**src/rtl/mcpsk_pkg.sv**
```systemverilog
package mcpsk_pkg;
   typedef enum logic [1:0] {
      MODE_BPSK = 2'b00,
      MODE_QPSK = 2'b01,
      MODE_8PSK = 2'b10,
      MODE_RSVD = 2'b11
   } mcpsk_mode_e;

   localparam int CW_BITS = 3;
endpackage

```
**src/rtl/mcpsk_lfsr.sv**
```systemverilog
module mcpsk_lfsr #(
   parameter int          WIDTH = 23,
   parameter int          TAP   = 18,
   parameter int unsigned SEED  = 32'h0005_A5A5,
   parameter int          NBITS = 48
) (
   input  logic             clk,
   input  logic             rst_n,
   input  logic             adv,
   output logic [NBITS-1:0] bits_o
);
   localparam logic [WIDTH-1:0] SEED_V = SEED[WIDTH-1:0];

   if (SEED_V == '0) begin : g_bad_seed
      $error("mcpsk_lfsr: seed must be nonzero");
   end
   if (TAP < 1 || TAP >= WIDTH) begin : g_bad_tap
      $error("mcpsk_lfsr: tap out of range");
   end

   logic [WIDTH-1:0] state_q, state_n;

   // leap NBITS steps in one cycle
   always_comb begin
      logic [WIDTH-1:0] s;
      logic             fb;
      s      = state_q;
      fb     = 1'b0;
      bits_o = '0;
      for (int k = 0; k < NBITS; k++) begin
         fb        = s[WIDTH-1] ^ s[TAP-1];
         s         = {s[WIDTH-2:0], fb};
         bits_o[k] = fb;
      end
      state_n = s;
   end

   always_ff @(posedge clk or negedge rst_n) begin
      if (!rst_n)   state_q <= SEED_V;
      else if (adv) state_q <= state_n;
   end

   p_lfsr_nonzero_r3: assert property (@(posedge clk) disable iff (!rst_n)
      state_q != '0);
endmodule

```
**src/rtl/mcpsk_mode_bank.sv**
```systemverilog
module mcpsk_mode_bank #(
   parameter int NCAR  = 16,
   parameter int IDX_W = $clog2(NCAR)
) (
   input  logic              clk,
   input  logic              rst_n,
   input  logic              wr,
   input  logic [IDX_W-1:0]  idx,
   input  logic [1:0]        val,
   output logic [2*NCAR-1:0] modes_o
);
   import mcpsk_pkg::*;

   for (genvar c = 0; c < NCAR; c++) begin : g_mode
      always_ff @(posedge clk or negedge rst_n) begin
         if (!rst_n)
            modes_o[2*c +: 2] <= MODE_QPSK;
         else if (wr && (idx == IDX_W'(c)))
            modes_o[2*c +: 2] <= val;
      end
   end

   p_mode_hold_r8: assert property (@(posedge clk) disable iff (!rst_n)
      !wr |=> $stable(modes_o));
endmodule

```
**src/rtl/mcpsk_carrier_map.sv**
```systemverilog
module mcpsk_carrier_map #(
   parameter int W    = 12,
   parameter int AMP  = 1448,
   parameter int DIAG = 1024
) (
   input  logic                        [1:0] mode,
   input  logic [mcpsk_pkg::CW_BITS-1:0]     cw,
   output logic                      [W-1:0] i_o,
   output logic                      [W-1:0] q_o
);
   import mcpsk_pkg::*;

   localparam int XW = W + 2;
   localparam logic signed [XW-1:0] A_X = XW'(AMP);
   localparam logic signed [XW-1:0] D_X = XW'(DIAG);

   logic signed [XW-1:0] i_x, q_x, mag;
   logic b0, b1, b2, k0, k1, k2;
   logic i_pos, i_neg, q_pos, q_neg;

   always_comb begin
      b0 = cw[0];
      b1 = cw[1];
      b2 = cw[2];
      // inverse Gray: position on the 8-point circle
      k2 = b2;
      k1 = b2 ^ b1;
      k0 = k1 ^ b0;
      mag   = k0 ? D_X : A_X;
      i_pos = (~k2 & ~k1) | (k2 & k1 & k0);
      i_neg = (~k2 & k1 & k0) | (k2 & ~k1);
      q_pos = ~k2 & (k1 | k0);
      q_neg =  k2 & (k1 | k0);
      case (mcpsk_mode_e'(mode))
         MODE_BPSK: begin
            i_x = A_X - ((A_X <<< 1) & {XW{b0}});
            q_x = '0;
         end
         MODE_8PSK: begin
            i_x = (i_pos ? mag : '0) - (i_neg ? mag : '0);
            q_x = (q_pos ? mag : '0) - (q_neg ? mag : '0);
         end
         default: begin
            i_x = A_X - ((A_X <<< 1) & {XW{b0}});
            q_x = A_X - ((A_X <<< 1) & {XW{b1}});
         end
      endcase
      i_o = i_x[W-1:0];
      q_o = q_x[W-1:0];
   end
endmodule

```
**src/rtl/mc_psk_mapper.sv**
```systemverilog
module mc_psk_mapper #(
   parameter int          NCAR      = 16,
   parameter int          SAMPLE_W  = 12,
   parameter int          AMP       = 1448,
   parameter int          LFSR_W    = 23,
   parameter int          LFSR_TAP  = 18,
   parameter int unsigned LFSR_SEED = 32'h0005_A5A5,
   localparam int         IDX_W     = $clog2(NCAR),
   localparam int         BITS_W    = NCAR * mcpsk_pkg::CW_BITS,
   localparam int         VEC_W     = NCAR * SAMPLE_W
) (
   input  logic              clk,
   input  logic              rst_n,
   input  logic              mode_wr,
   input  logic [IDX_W-1:0]  mode_idx,
   input  logic [1:0]        mode_val,
   input  logic              ext_en,
   input  logic [BITS_W-1:0] ext_bits,
   input  logic              out_ready,
   output logic              out_valid,
   output logic [VEC_W-1:0]  out_i,
   output logic [VEC_W-1:0]  out_q
);
   import mcpsk_pkg::*;

   localparam int DIAG = (AMP * 7071 + 5000) / 10000;
   localparam logic [SAMPLE_W-1:0] A_POS = SAMPLE_W'(AMP);
   localparam logic [SAMPLE_W-1:0] A_NEG = SAMPLE_W'(-AMP);

   if (AMP <= 0 || AMP >= (1 << (SAMPLE_W - 1))) begin : g_bad_amp
      $error("mc_psk_mapper: AMP does not fit SAMPLE_W");
   end
   if (NCAR < 2) begin : g_bad_ncar
      $error("mc_psk_mapper: NCAR must be at least 2");
   end

   logic              load;
   logic [BITS_W-1:0] lfsr_bits, src_bits;
   logic [2*NCAR-1:0] modes;
   logic [VEC_W-1:0]  nxt_i, nxt_q;

   assign load     = !out_valid || out_ready;
   assign src_bits = ext_en ? ext_bits : lfsr_bits;

   mcpsk_lfsr #(
      .WIDTH(LFSR_W), .TAP(LFSR_TAP), .SEED(LFSR_SEED), .NBITS(BITS_W)
   ) u_lfsr (
      .clk(clk), .rst_n(rst_n), .adv(load), .bits_o(lfsr_bits)
   );

   mcpsk_mode_bank #(.NCAR(NCAR), .IDX_W(IDX_W)) u_modes (
      .clk(clk), .rst_n(rst_n), .wr(mode_wr), .idx(mode_idx),
      .val(mode_val), .modes_o(modes)
   );

   for (genvar c = 0; c < NCAR; c++) begin : g_car
      mcpsk_carrier_map #(.W(SAMPLE_W), .AMP(AMP), .DIAG(DIAG)) u_map (
         .mode(modes[2*c +: 2]),
         .cw  (src_bits[CW_BITS*c +: CW_BITS]),
         .i_o (nxt_i[SAMPLE_W*c +: SAMPLE_W]),
         .q_o (nxt_q[SAMPLE_W*c +: SAMPLE_W])
      );

      p_bpsk_q_zero_r5: assert property (@(posedge clk) disable iff (!rst_n)
         load && (modes[2*c +: 2] == MODE_BPSK)
         |=> out_q[SAMPLE_W*c +: SAMPLE_W] == '0);

      p_qpsk_corner_r6: assert property (@(posedge clk) disable iff (!rst_n)
         load && (modes[2*c +: 2] == MODE_QPSK)
         |=> (out_i[SAMPLE_W*c +: SAMPLE_W] == A_POS || out_i[SAMPLE_W*c +: SAMPLE_W] == A_NEG)
          && (out_q[SAMPLE_W*c +: SAMPLE_W] == A_POS || out_q[SAMPLE_W*c +: SAMPLE_W] == A_NEG));
   end

   always_ff @(posedge clk or negedge rst_n) begin
      if (!rst_n) begin
         out_valid <= 1'b0;
         out_i     <= '0;
         out_q     <= '0;
      end else if (load) begin
         out_valid <= 1'b1;
         out_i     <= nxt_i;
         out_q     <= nxt_q;
      end
   end

   p_hold_stall_r2: assert property (@(posedge clk) disable iff (!rst_n)
      out_valid && !out_ready |=> out_valid && $stable(out_i) && $stable(out_q));

   p_valid_sticky_r2: assert property (@(posedge clk) disable iff (!rst_n)
      out_valid |=> out_valid);
endmodule

```
**config.mk**
```make
export PLATFORM = sky130hd
export DESIGN_NAME = mc_psk_mapper
export DESIGN_NICKNAME = d
export VERILOG_FILES = /design/src/rtl/mcpsk_pkg.sv /design/src/rtl/mcpsk_lfsr.sv /design/src/rtl/mcpsk_mode_bank.sv /design/src/rtl/mcpsk_carrier_map.sv /design/src/rtl/mc_psk_mapper.sv
export SDC_FILE = /design/constraint.sdc
export NUM_CORES = 1
export LEC_CHECK = 0
export BUFFER_PORTS_ARGS = -buffer_cell sky130_fd_sc_hd__buf_4
export CELL_PAD_IN_SITES_DETAIL_PLACEMENT = 2
export CELL_PAD_IN_SITES_GLOBAL_PLACEMENT = 2
export CORE_MARGIN = 5
export CORE_UTILIZATION = 40
export CTS_BUF_LIST = sky130_fd_sc_hd__clkbuf_8 sky130_fd_sc_hd__clkbuf_16
export CTS_CLUSTER_SIZE = 30
export DETAILED_ROUTE_END_ITERATION = 12
export GPL_ROUTABILITY_DRIVEN = 0
export PLACE_DENSITY = 0.92
export SLEW_MARGIN = 10
export SYNTH_ARGS = -nofsm -noshare
export SYNTH_HDL_FRONTEND = slang
export SYNTH_HIERARCHICAL = 1
export SYNTH_SLANG_ARGS = --single-unit
```
**constraint.sdc**
```tcl
create_clock -name clk -period 3.6 [get_ports clk]
set_clock_uncertainty 0.1 [all_clocks]
set_input_delay 0.18 -clock clk [delete_from_list [all_inputs] [get_ports clk]]
set_output_delay 0.18 -clock clk [all_outputs]
set_load 0.005 [all_outputs]
```
; Word level (Yosys, flattened, before mapping)
; Cells that the tools add are included.
; Widths: inputs -> output; s select.
[totals]
ff_bits = 440
output_inout_bits = 385
[op_classes]
add_sub_neg = 64
eq_ne = 31
muxes = 113
bitwise_logic = 288
n_reduce_logical = 35
[ops]
columns = cell, n
row1 = $mux 12, 80
row2 = $pmux 12 s2, 16
row3 = $sub 11x12->12 const A, 32
row4 = $sub 12x12->12, 32
row5 = $mux 9, 16
row6 = $and 1x1->1, 128
row7 = $xor 1x1->1, 80
row8 = $mux 48, 1
row9 = $or 1x1->1, 48
row10 = $eq 2x2->1 const B, 16
row11 = $eq 4x4->1 const B, 8
row12 = $logic_not 2->1, 16
row13 = $not 1->1, 32
row14 = $eq 4x3->1 const B, 4
row15 = $logic_and 1x1->1, 16
row16 = $eq 4x2->1 const B, 2
row17 = $eq 4x1->1 const B, 1
row18 = $logic_not 4->1, 1
row19 = $logic_not 1->1, 1
row20 = $logic_or 1x1->1, 1

; Logic depth before layout (Yosys ltp)
; Gate-level depths: netlist of run 1.
[logic_depth]
depth_word = 11
ltp_mapped = 15
depth_no_buf = 14

; By module
; The synthesis of run 1 kept the hierarchy.
[by_module_without_submodules]
columns = mod, instances, cells_each, area_each_um2, seq_area_each_um2
row1 = mc_psk_mapper, 1, 867, 16309.4, 9634.2
row2 = mcpsk_carrier_map, 16, 67, 479.2, 0.0
row3 = mcpsk_lfsr, 1, 115, 1396.3, 588.1
row4 = mcpsk_mode_bank, 1, 90, 1343.8, 820.8

; Least setup slack after synthesis of run 1
; No wires, ideal clock.
[synth_path]
path_type = register -> register
start = reg u_lfsr.state_q[10]
end = reg out_q[179]
arrival_ps = 3059
t_required_ps = 3375
setup_slack_ps = 315
stages_incl_launch_ff = 15
synth_period_minus_slack_ps = 3285
cell_sequence = dfstp_2 buf_2 xor2_1 xor2_1 mux2_2 inv_1 ha_1 inv_1 ha_1 nor3_1 inv_1 ha_1 nand3b_1 a32o_1 mux2_4
[synth_via]
elab_chain_cells = 11
[synth_rtl]
columns = item, line
row1 = from (decl), mcpsk_lfsr.sv:21  ; logic [WIDTH-1:0] state_q, state_n;
row2 = from (signal assigned), mcpsk_lfsr.sv:40  ; else if (adv) state_q <= state_n;
row3 = $xor 1x1->1 *, mcpsk_lfsr.sv:31  ; fb = s[WIDTH-1] ^ s[TAP-1];
row4 = via lfsr_bits[7], mc_psk_mapper.sv:38  ; logic [BITS_W-1:0] lfsr_bits, src_bits;
row5 = $xor 1x1->1 * (2 in series), mcpsk_lfsr.sv:31
row6 = via lfsr_bits[43], mc_psk_mapper.sv:38
row7 = $mux 48 *, mc_psk_mapper.sv:43  ; assign src_bits = ext_en ? ext_bits : lfsr_bits;
row8 = via src_bits[43], mc_psk_mapper.sv:38
row9 = $xor 1x1->1, mcpsk_carrier_map.sv:27  ; k1 = b2 ^ b1;
row10 = $xor 1x1->1, mcpsk_carrier_map.sv:28  ; k0 = k1 ^ b0;
row11 = $or 1x1->1, "mcpsk_carrier_map.sv:32, mcpsk_carrier_map.sv:33"
row12 = "$and 1x1->1, on equally long branches", "mcpsk_carrier_map.sv:32, mcpsk_carrier_map.sv:33"
row13 = $mux 12, mcpsk_carrier_map.sv:41  ; q_x = (q_pos ? mag : '0) - (q_neg ? mag : '0);
row14 = $sub 12x12->12, mcpsk_carrier_map.sv:41
row15 = $pmux 12 s2 *, mcpsk_carrier_map.sv:34  ; case (mcpsk_mode_e'(mode))
row16 = via nxt_q[179], mc_psk_mapper.sv:40  ; logic [VEC_W-1:0] nxt_i, nxt_q;
row17 = to (signal assigned), mc_psk_mapper.sv:82  ; out_q <= nxt_q;
row18 = to (decl), mc_psk_mapper.sv:22  ; output logic [VEC_W-1:0] out_q
; The timed path passes the listed nets; every way through them passes the cells marked *.
; A chain may end at the register's enable or synchronous reset.

; Worst setup path in the final report of run 1
[layout_path]
start = reg u_lfsr.state_q[13]
end = reg out_i[191]
[layout_via]
elab_chain_cells = 10
[layout_rtl]
columns = item, line
row1 = $xor 1x1->1 *, mcpsk_lfsr.sv:31
row2 = via lfsr_bits[9], mc_psk_mapper.sv:38
row3 = $xor 1x1->1 * (2 in series), mcpsk_lfsr.sv:31
row4 = via lfsr_bits[45], mc_psk_mapper.sv:38
row5 = $mux 48 *, mc_psk_mapper.sv:43
row6 = via src_bits[45], mc_psk_mapper.sv:38
row7 = $xor 1x1->1, mcpsk_carrier_map.sv:28
row8 = "$and 1x1->1, on equally long branches", "mcpsk_carrier_map.sv:30, mcpsk_carrier_map.sv:31"
row9 = "$or 1x1->1, on equally long branches", "mcpsk_carrier_map.sv:30, mcpsk_carrier_map.sv:31"
row10 = $mux 12, mcpsk_carrier_map.sv:40  ; i_x = (i_pos ? mag : '0) - (i_neg ? mag : '0);
row11 = $sub 12x12->12, mcpsk_carrier_map.sv:40
row12 = $mux 12 *, n/a
row13 = via nxt_i[191], mc_psk_mapper.sv:40
row14 = to (signal assigned), mc_psk_mapper.sv:81  ; out_i <= nxt_i;
row15 = to (decl), mc_psk_mapper.sv:21  ; output logic [VEC_W-1:0] out_i,
; Marked as above.

==> results of run 1 <==
metrics by stage:
| stage | instances | setup TNS [ns] | utilization, % |
|---|---|---|---|
| after global placement | 3291 | -0.00124 | 45.0 |
| after global routing | 3432 | -0.770 | 49.0 |
| final | 3432 | -0.00997 | 49.0 |
| after CTS | 3402 | -0.0112 | 48.2 |
| after detailed placement | 3291 | -1.67 | 45.0 |
| after floorplan | 2224 | 0 | - |
registers in the layout, summed over array words and instances, names as in the netlist:
| signal | flops |
|---|---|
| u_lfsr/state_q | 23 |
| out_q | 192 |
| u_modes/modes_o | 32 |
| out_i | 192 |
| out_valid | 1 |
placed cells by master, fill, tap and decap left out, drive strengths merged:
| cell type | Yosys | final |
|---|---|---|
| a21o | 32 | 32 |
| a21oi | 16 | 16 |
| a22o | 32 | 32 |
| a32o | 16 | 16 |
| buf | 282 | 515 |
| bufinv | 0 | 4 |
| clkbuf | 7 | 68 |
| clkinv | 0 | 15 |
| clkinvlp | 0 | 2 |
| conb | 17 | 97 |
| dfrtp | 414 | 414 |
| dfstp | 26 | 26 |
| diode | 0 | 7 |
| dlygate4sd3 | 0 | 13 |
| ha | 176 | 176 |
| inv | 150 | 159 |
| mux2 | 487 | 487 |
| mux2i | 16 | 16 |
| nand2 | 178 | 178 |
| nand2b | 52 | 52 |
| nand3 | 1 | 1 |
| nand3b | 20 | 20 |
| nor2 | 26 | 26 |
| nor2b | 33 | 33 |
| nor3 | 16 | 16 |
| nor3b | 1 | 1 |
| o21a | 16 | 16 |
| o21ai | 32 | 32 |
| o31ai | 16 | 16 |
| or3 | 2 | 2 |
| xnor2 | 17 | 17 |
| xor2 | 63 | 63 |
report_power, final:
group,internal [mW],leakage [nW],switching (mW)
clock,3.30,0.933,2.28
sequential,5.82,5.33,0.768
combinational,2.71,10.9,2.26
final cells by class:
class                      count  area (µm²)  area share [%]
inverter                     150         563            1.74
timing repair buffer         528        4190            13.0
multi-input combinational   1345       13600            42.1
clock buffer                  68        1540            4.78
antenna                        7        17.5          0.0542
tap                          864        1080            3.35
clock inverter                30         263           0.813
sequential                   440       11000            34.2
worst max-delay path, delay by kind of cell, from the launching register on:
kind / cells / cell delay, ns
xor gates and xnor gates: 2 / 0.68
buffers and inverters: 2 / 0.15
DFF: 1 / 0.64
and+or+nand+nor: 2 / 0.30
muxes: 2 / 0.49
adders and majority gates: 2 / 0.70
AOI/OAI and AO/OA: 2 / 0.46
kinds of logic (layout without fill, tap and decap cells):
logic type / after synthesis / in the layout
DFF: 440 / 440
xor gates and xnor gates: 80 / 80
and+or+nand+nor: 329 / 329
buffers and inverters: 439 / 776
muxes: 503 / 503
adders and majority gates: 176 / 176
AOI/OAI and AO/OA: 160 / 160
other: 17 / 104
worst min-delay path by stage:
stage,startpoint,end,slack [ns],cells past startpoint
2_1_floorplan,rst_n,out_i[0]$_DFFE_PN0P_,-0.22,0
3_3_place_gp,rst_n,out_q[109]$_DFFE_PN0P_,0.22,1
3_5_place_dp,rst_n,out_i[52]$_DFFE_PN0P_,0.23,1
4_1_cts,mode_idx[3],u_modes/modes_o[1]$_DFFE_PN0P_,0.02,4
5_1_grt,mode_idx[3],u_modes/modes_o[1]$_DFFE_PN0P_,0.06,4
6_report,mode_idx[3],u_modes/modes_o[1]$_DFFE_PN0P_,0.06,4
layer usage:
metal | up-vias | share of wire, %
li1 | 7603 | -
met1 | 8972 | 37
met2 | 408 | 54
met3 | 171 | 5.2
met4 | 20 | 3.3
met5 | - | 0.17
what timing repair did:
item                                   4_1_cts  5_1_grt
gates resized for setup                     38       58
setup endpoints to repair                   40       42
pin swaps                                    1       14
endpoints found under the hold margin      124        1
buffers inserted                             1       22
hold buffers                                12        1
==> impl_metrics.yaml, run 1 <==
finish:
  final_area_um2: 32300
  nFillCells: 6284
  final_nets: 2753
  area_growth_pct: 20.9
  drive_above_1_share_pct: 48.3
clocking:
  cts_root_buf: "clkbuf_16"
  cts.clk_slew.worst_paths_ns: 0.06
  numCtsBuffers: 53
  clockBufferDepth: 3
  cts_tree: "done"
  cts.sinks: 440
  htreeDepth: 2
  worstSkewPairLatency_ns: 0.60
setup_path:
  r2r-start: "u_lfsr/state_q[13]$_DFFE_PN1P_"
  crit_end: "out_i[191]$_DFFE_PN0P_"
  end_kind: "register"
  cp_cell_sequence: "xor2_1 -> xor2_1 -> mux2_2 -> inv_1 -> ha_2 -> nand2b_1 -> inv_1 -> ha_1 -> nor2b_1 -> o21a_1 -> o31ai_2 -> mux2_2"
  critical_path_required_ns: 4.03
  r2r-end: "out_i[191]$_DFFE_PN0P_"
  crit_arrival_ns: 4.04
  crit_path_max_fanout: 6
  start_kind: "register"
  worstSetupStartpoint: "u_lfsr/state_q[13]$_DFFE_PN1P_"
  path_class: "reg2reg"
  worst_path_largest_cell_delay_ns: 0.64
  r2r_cells: 12
  crit_slowest_cell: "dfstp_2"
  r2r_slack_ns: -0.01
floorplanning:
  die_w_um: 268
  start_util_pct: 40.5
  io_pins: 444
  core_um2: 66000
  die-area_um2: 72100
  die_y_um: 268
  fp-row-count: 94
logic_synthesis:
  synth_top_area_share_pct: 38.8
  synth_flop_cell: "dfrtp_1"
  muxShareOfSynthArea_pct: 26.1
  ys_ff_latch: 440
  synth_fa_ha_area_share_pct: 8.24
  yosysWarnings: 6
  synthTopCellsByCount: "dfrtp_1, mux2_4, buf_4"
  synth-simple-area-share_pct: 6.17
  synth_xor_area_share_pct: 2.71
  synth_compound_area_share_pct: 4.42
  synth_edf_count: 0
  synth_top_area_cell: "dfrtp_1"
  synth_area_leaders: "dfrtp_1, mux2_4, ha_1, buf_4, mux2_2"
  synth.cell_area_um2: 26700
  synth-seq-area-share_pct: 41.3
  yosys.cell_count.top_type: "dfrtp_1"
  syn_inst: 2144
  synth_cell_type_count: 36
  synthArstFlopShare_pct: 100
  synth_top_family_by_area: "multiplexers"
  post_synth.cell_area_avg_um2: 12.5
sta:
  whs_ns: 0.0593
  drv_slew: 0
  slew_headroom_pct: 39.6
  hold_viol: 0
  fin_ws_ns: -0.00997
  timing.final.crit_share_pct: 100
  worstMarginPinSlew_ns: 0.905
  finalCriticalPeriod_ns: 3.61
  setup_violations: 1
  rsz0062_at_grt: "yes"
  fmax_mhz: 277
global_routing:
  grt_first_pass_wirelength_um: 134000
  grt.overflow.total: 0
  use_met3_pct: 5.98
  grt_antenna_before_repair: 18
  grt_start_max_net_pins: 99
  grt_pass1_vias: 20400
  grtUsageMet2_pct: 45.6
  grt_use_met1_pct: 26.7
  grt-busiest-layer: "met2"
  grt_util_all_layers_pct: 24.2
placed_design:
  place_area_um2: 29700
  hpwlAfterDp_um: 66700
  io_buffers: 443
  dp_slack_ns: -0.261
power:
  p_per_area_nw_per_um2: 530
  p_leak_nw: 17.2
  ir_drop_uv: 323
  total_power_mw: 17.1
min_path:
  hold_path_class: "in2reg"
detailed_routing:
  initialDrtViolationCount: 601
  num_vias: 17200
  via_per_inst: 5.00
  avgRoutedWirePerCell_um: 26.8
  drt-total-wl_um: 91900
  ant_nets: 0
  remaining_drc_errors: 0
  drtPass1Iterations: 4
status:
  violations: "setup timing"
  status: "finished, violations left"
flow_run:
  maxCapViolCount: 0
Power figures use the tool's default switching activity.
==> run 2, diff against run 1 <==
==> constraint.sdc (replaced) <==
create_clock -name clk -period 3.6 [get_ports clk]
set_clock_uncertainty 0.1 [all_clocks]
set_input_delay 0 -clock clk [delete_from_list [all_inputs] [get_ports clk]]
set_output_delay 0 -clock clk [all_outputs]
set_load 0.005 [all_outputs]
==> run 2 against run 1 <==
  * The flow still finishes with violations (setup timing)
  * Routed wire length rose by 3.7%
  * Fmax barely moved
  * Largest cell class unchanged
  * Design area rose by 1.6%
  * Worst setup slack barely moved
  * Register-to-register slack barely moved
  * Worst hold slack improved by 0.080 ns
  * Critical path type unchanged
  * Sequential cell count did not move
  * Sequential share of layout area fell by 0.54 points
  * Power rose by 2.0%
  * Via count rose by 2.7%
==> impl_metrics.yaml, run 2 (synthesized netlist as in run 1, its figures left out) <==
status:
  status: "finished, violations left"
  violations: "setup timing"
power:
  p_switching_mw: 5.43
  p_leak_nw: 17.3
  p_per_area_nw_per_um2: 532
  p_comb_share_pct: 29.0
  p_seq_share_pct: 37.7
  pwr-share-clk_pct: 33.3
  ir_drop_uv: 351
  internal-power_mw: 12.1
  total_power_mw: 17.5
  swShare_pct: 31.0
clocking:
  cts.clk_slew.worst_paths_ns: 0.07
  clockBufferDepth: 3
  htreeDepth: 2
  cts_root_buf: "clkbuf_16"
  cts_tree: "done"
  cts.sinks: 440
  worstSkewPairLatency_ns: 0.60
  numCtsBuffers: 51
sta:
  rsz0062_at_grt: "yes"
  setup_violations: 1
  fin_ws_ns: -0.0104
  whs_ns: 0.139
  finalCriticalPeriod_ns: 3.61
  fmax_mhz: 277
  timing.final.crit_share_pct: 100
  slew_headroom_pct: 59.3
  drv_slew: 0
  hold_viol: 0
  worstMarginPinSlew_ns: 0.610
global_routing:
  grt_antenna_before_repair: 14
  grt_util_all_layers_pct: 25.1
  grt_first_pass_wirelength_um: 138000
  grt.overflow.total: 0
  grt_pass1_vias: 20600
  grt_start_max_net_pins: 102
setup_path:
  crit_path_max_fanout: 6
  cp_top_family: "adder cells"
  cp.buffers_inverters: 4
  cp_cell_sequence: "xnor2_4 -> buf_4 -> xnor2_4 -> mux2_4 -> inv_1 -> ha_1 -> inv_1 -> ha_4 -> nand2b_1 -> inv_1 -> ha_1 -> nor2b_1 -> o21a_1 -> o31ai_1 -> mux2_4"
  crit_slowest_cell: "dfstp_2"
  crit_top_cell: "inv_1"
  crit_arrival_ns: 4.04
  end_kind: "register"
  start_kind: "register"
  worst_path_largest_cell_delay_ns: 0.65
  path_class: "reg2reg"
  critical_path_required_ns: 4.03
detailed_routing:
  num_vias: 17600
  drtPass1Iterations: 4
  avgRoutedWirePerCell_um: 27.5
  via_per_inst: 5.09
  initialDrtViolationCount: 798
  remaining_drc_errors: 0
  drt-total-wl_um: 95300
  ant_nets: 0
placed_design:
  place_inst: 3285
  hpwlAfterDp_um: 66200
  io_buffers: 443
  place_area_um2: 29600
finish:
  multi_input_area_um2: 13700
  drive_above_1_share_pct: 48.1
  area_growth_pct: 22.9
  reg_top3: "out_i x192, out_q x192, u_modes/modes_o x32"
  layout_commonest_cell: "buf_4"
  final_nets: 2786
  mostFrequentLayoutCells: "buf_4, dfrtp_1, mux2_4"
  fin_cells: 3463
  final-seq-area_um2: 11100
  nFillCells: 6280
  final_area_um2: 32800
floorplanning:
  die_w_um: 268
  start_util_pct: 40.5
  core_um2: 66000
  die_y_um: 268
  io_pins: 444
  fp-row-count: 94
  die-area_um2: 72100
flow_run:
  maxCapViolCount: 0
min_path:
  hold_path_class: "in2reg"
-- run 2: cell count changes in the layout (fill, tap and decap cells not counted), moves of 4 or more --
| cell | before | now |
|---|---|---|
| dlygate4sd3_1 | 13 | 47 |
| bufinv_16 | 4 | 10 |
| nand2b_1 | 35 | 31 |
| nand2b_4 | 1 | 5 |
| o31ai_2 | 7 | 3 |
| clkinvlp_4 | 2 | 8 |
| clkinv_2 | 12 | 6 |
| clkbuf_8 | 14 | 5 |
-- run 2: per-stage QoR --
step | setup WS [ns] | TNS, ns | util, %
2_1_floorplan | 0.315 | 0 | -
3_3_place_gp | -0.0941 | -0.105 | 44.9
3_5_place_dp | -0.291 | -2.14 | 44.9
4_1_cts | -0.0117 | -0.0134 | 48.8
5_1_grt | -0.175 | -0.843 | 49.8
6_report | -0.0104 | -0.0104 | 49.8
-- run 2: final timing paths --
check                                          startpoint                              end  slack (ns)  depth (start not counted)
hold / removal                               ext_bits[38]           out_q[155]$_DFFE_PN0P_        0.14                          6
setup reg to reg           u_lfsr/state_q[15]$_DFFE_PN1P_            out_i[83]$_DFFE_PN0P_       -0.01                         15
hold reg to reg                      out_q[3]$_DFFE_PN0P_             out_q[3]$_DFFE_PN0P_        0.41                          1
max in group asynchronous                           rst_n            out_q[15]$_DFFE_PN0P_        2.26                          4
min in group asynchronous                           rst_n  u_modes/modes_o[26]$_DFFE_PN1P_        0.52                          3
setup / recovery           u_lfsr/state_q[15]$_DFFE_PN1P_            out_i[83]$_DFFE_PN0P_       -0.01                         15
-- run 2: area by class of cell --
cell class / instances / area share (%)
Multi-Input combinational cell: 1345 / 41.7
Inverter: 150 / 1.71
Clock inverter: 35 / 1.36
Tap cell: 864 / 3.29
Timing Repair Buffer: 563 / 14.0
Clock buffer: 58 / 4.25
Antenna cell: 8 / 0.0610
Sequential cell: 440 / 33.6
-- run 2: worst reg2reg max path, delay by kind of cell, from the launching register on --
family	cells	cell delay (ns)
mux	2	0.44
buf+inv	4	0.42
compound gates	2	0.40
xor+xnor	2	0.30
fa+ha+maj	3	0.93
flops	1	0.65
simple gates	2	0.31
-- run 2: power by group through the flow --
stage,Sequential [mW],Combinational [mW],Clock [mW]
floorplan,6.45,2.90,0
global placement,6.49,4.41,0
detailed placement,6.62,4.78,0
CTS,6.58,4.96,5.92
global route,6.69,5.36,6.19
finish,6.60,5.07,5.82
-- run 2: what timing repair did --
action	4_1_cts	5_1_grt
hold buffers	47	1
setup buffers	3	26
resized for setup	38	76
pin swaps	3	17
endpoints found under the hold margin	504	3
setup endpoints to repair	39	47
-- run 2: per-layer routing --
| metal | GRT usage, % | part of all wire [%] | wire (µm) |
|---|---|---|---|
| met5 | 0 | 0.050 | 48 |
| met4 | 9.49 | 4.0 | 3780 |
| met3 | 5.79 | 5.0 | 4750 |
| met2 | 47.8 | 54 | 51700 |
| met1 | 27.0 | 37 | 35100 |
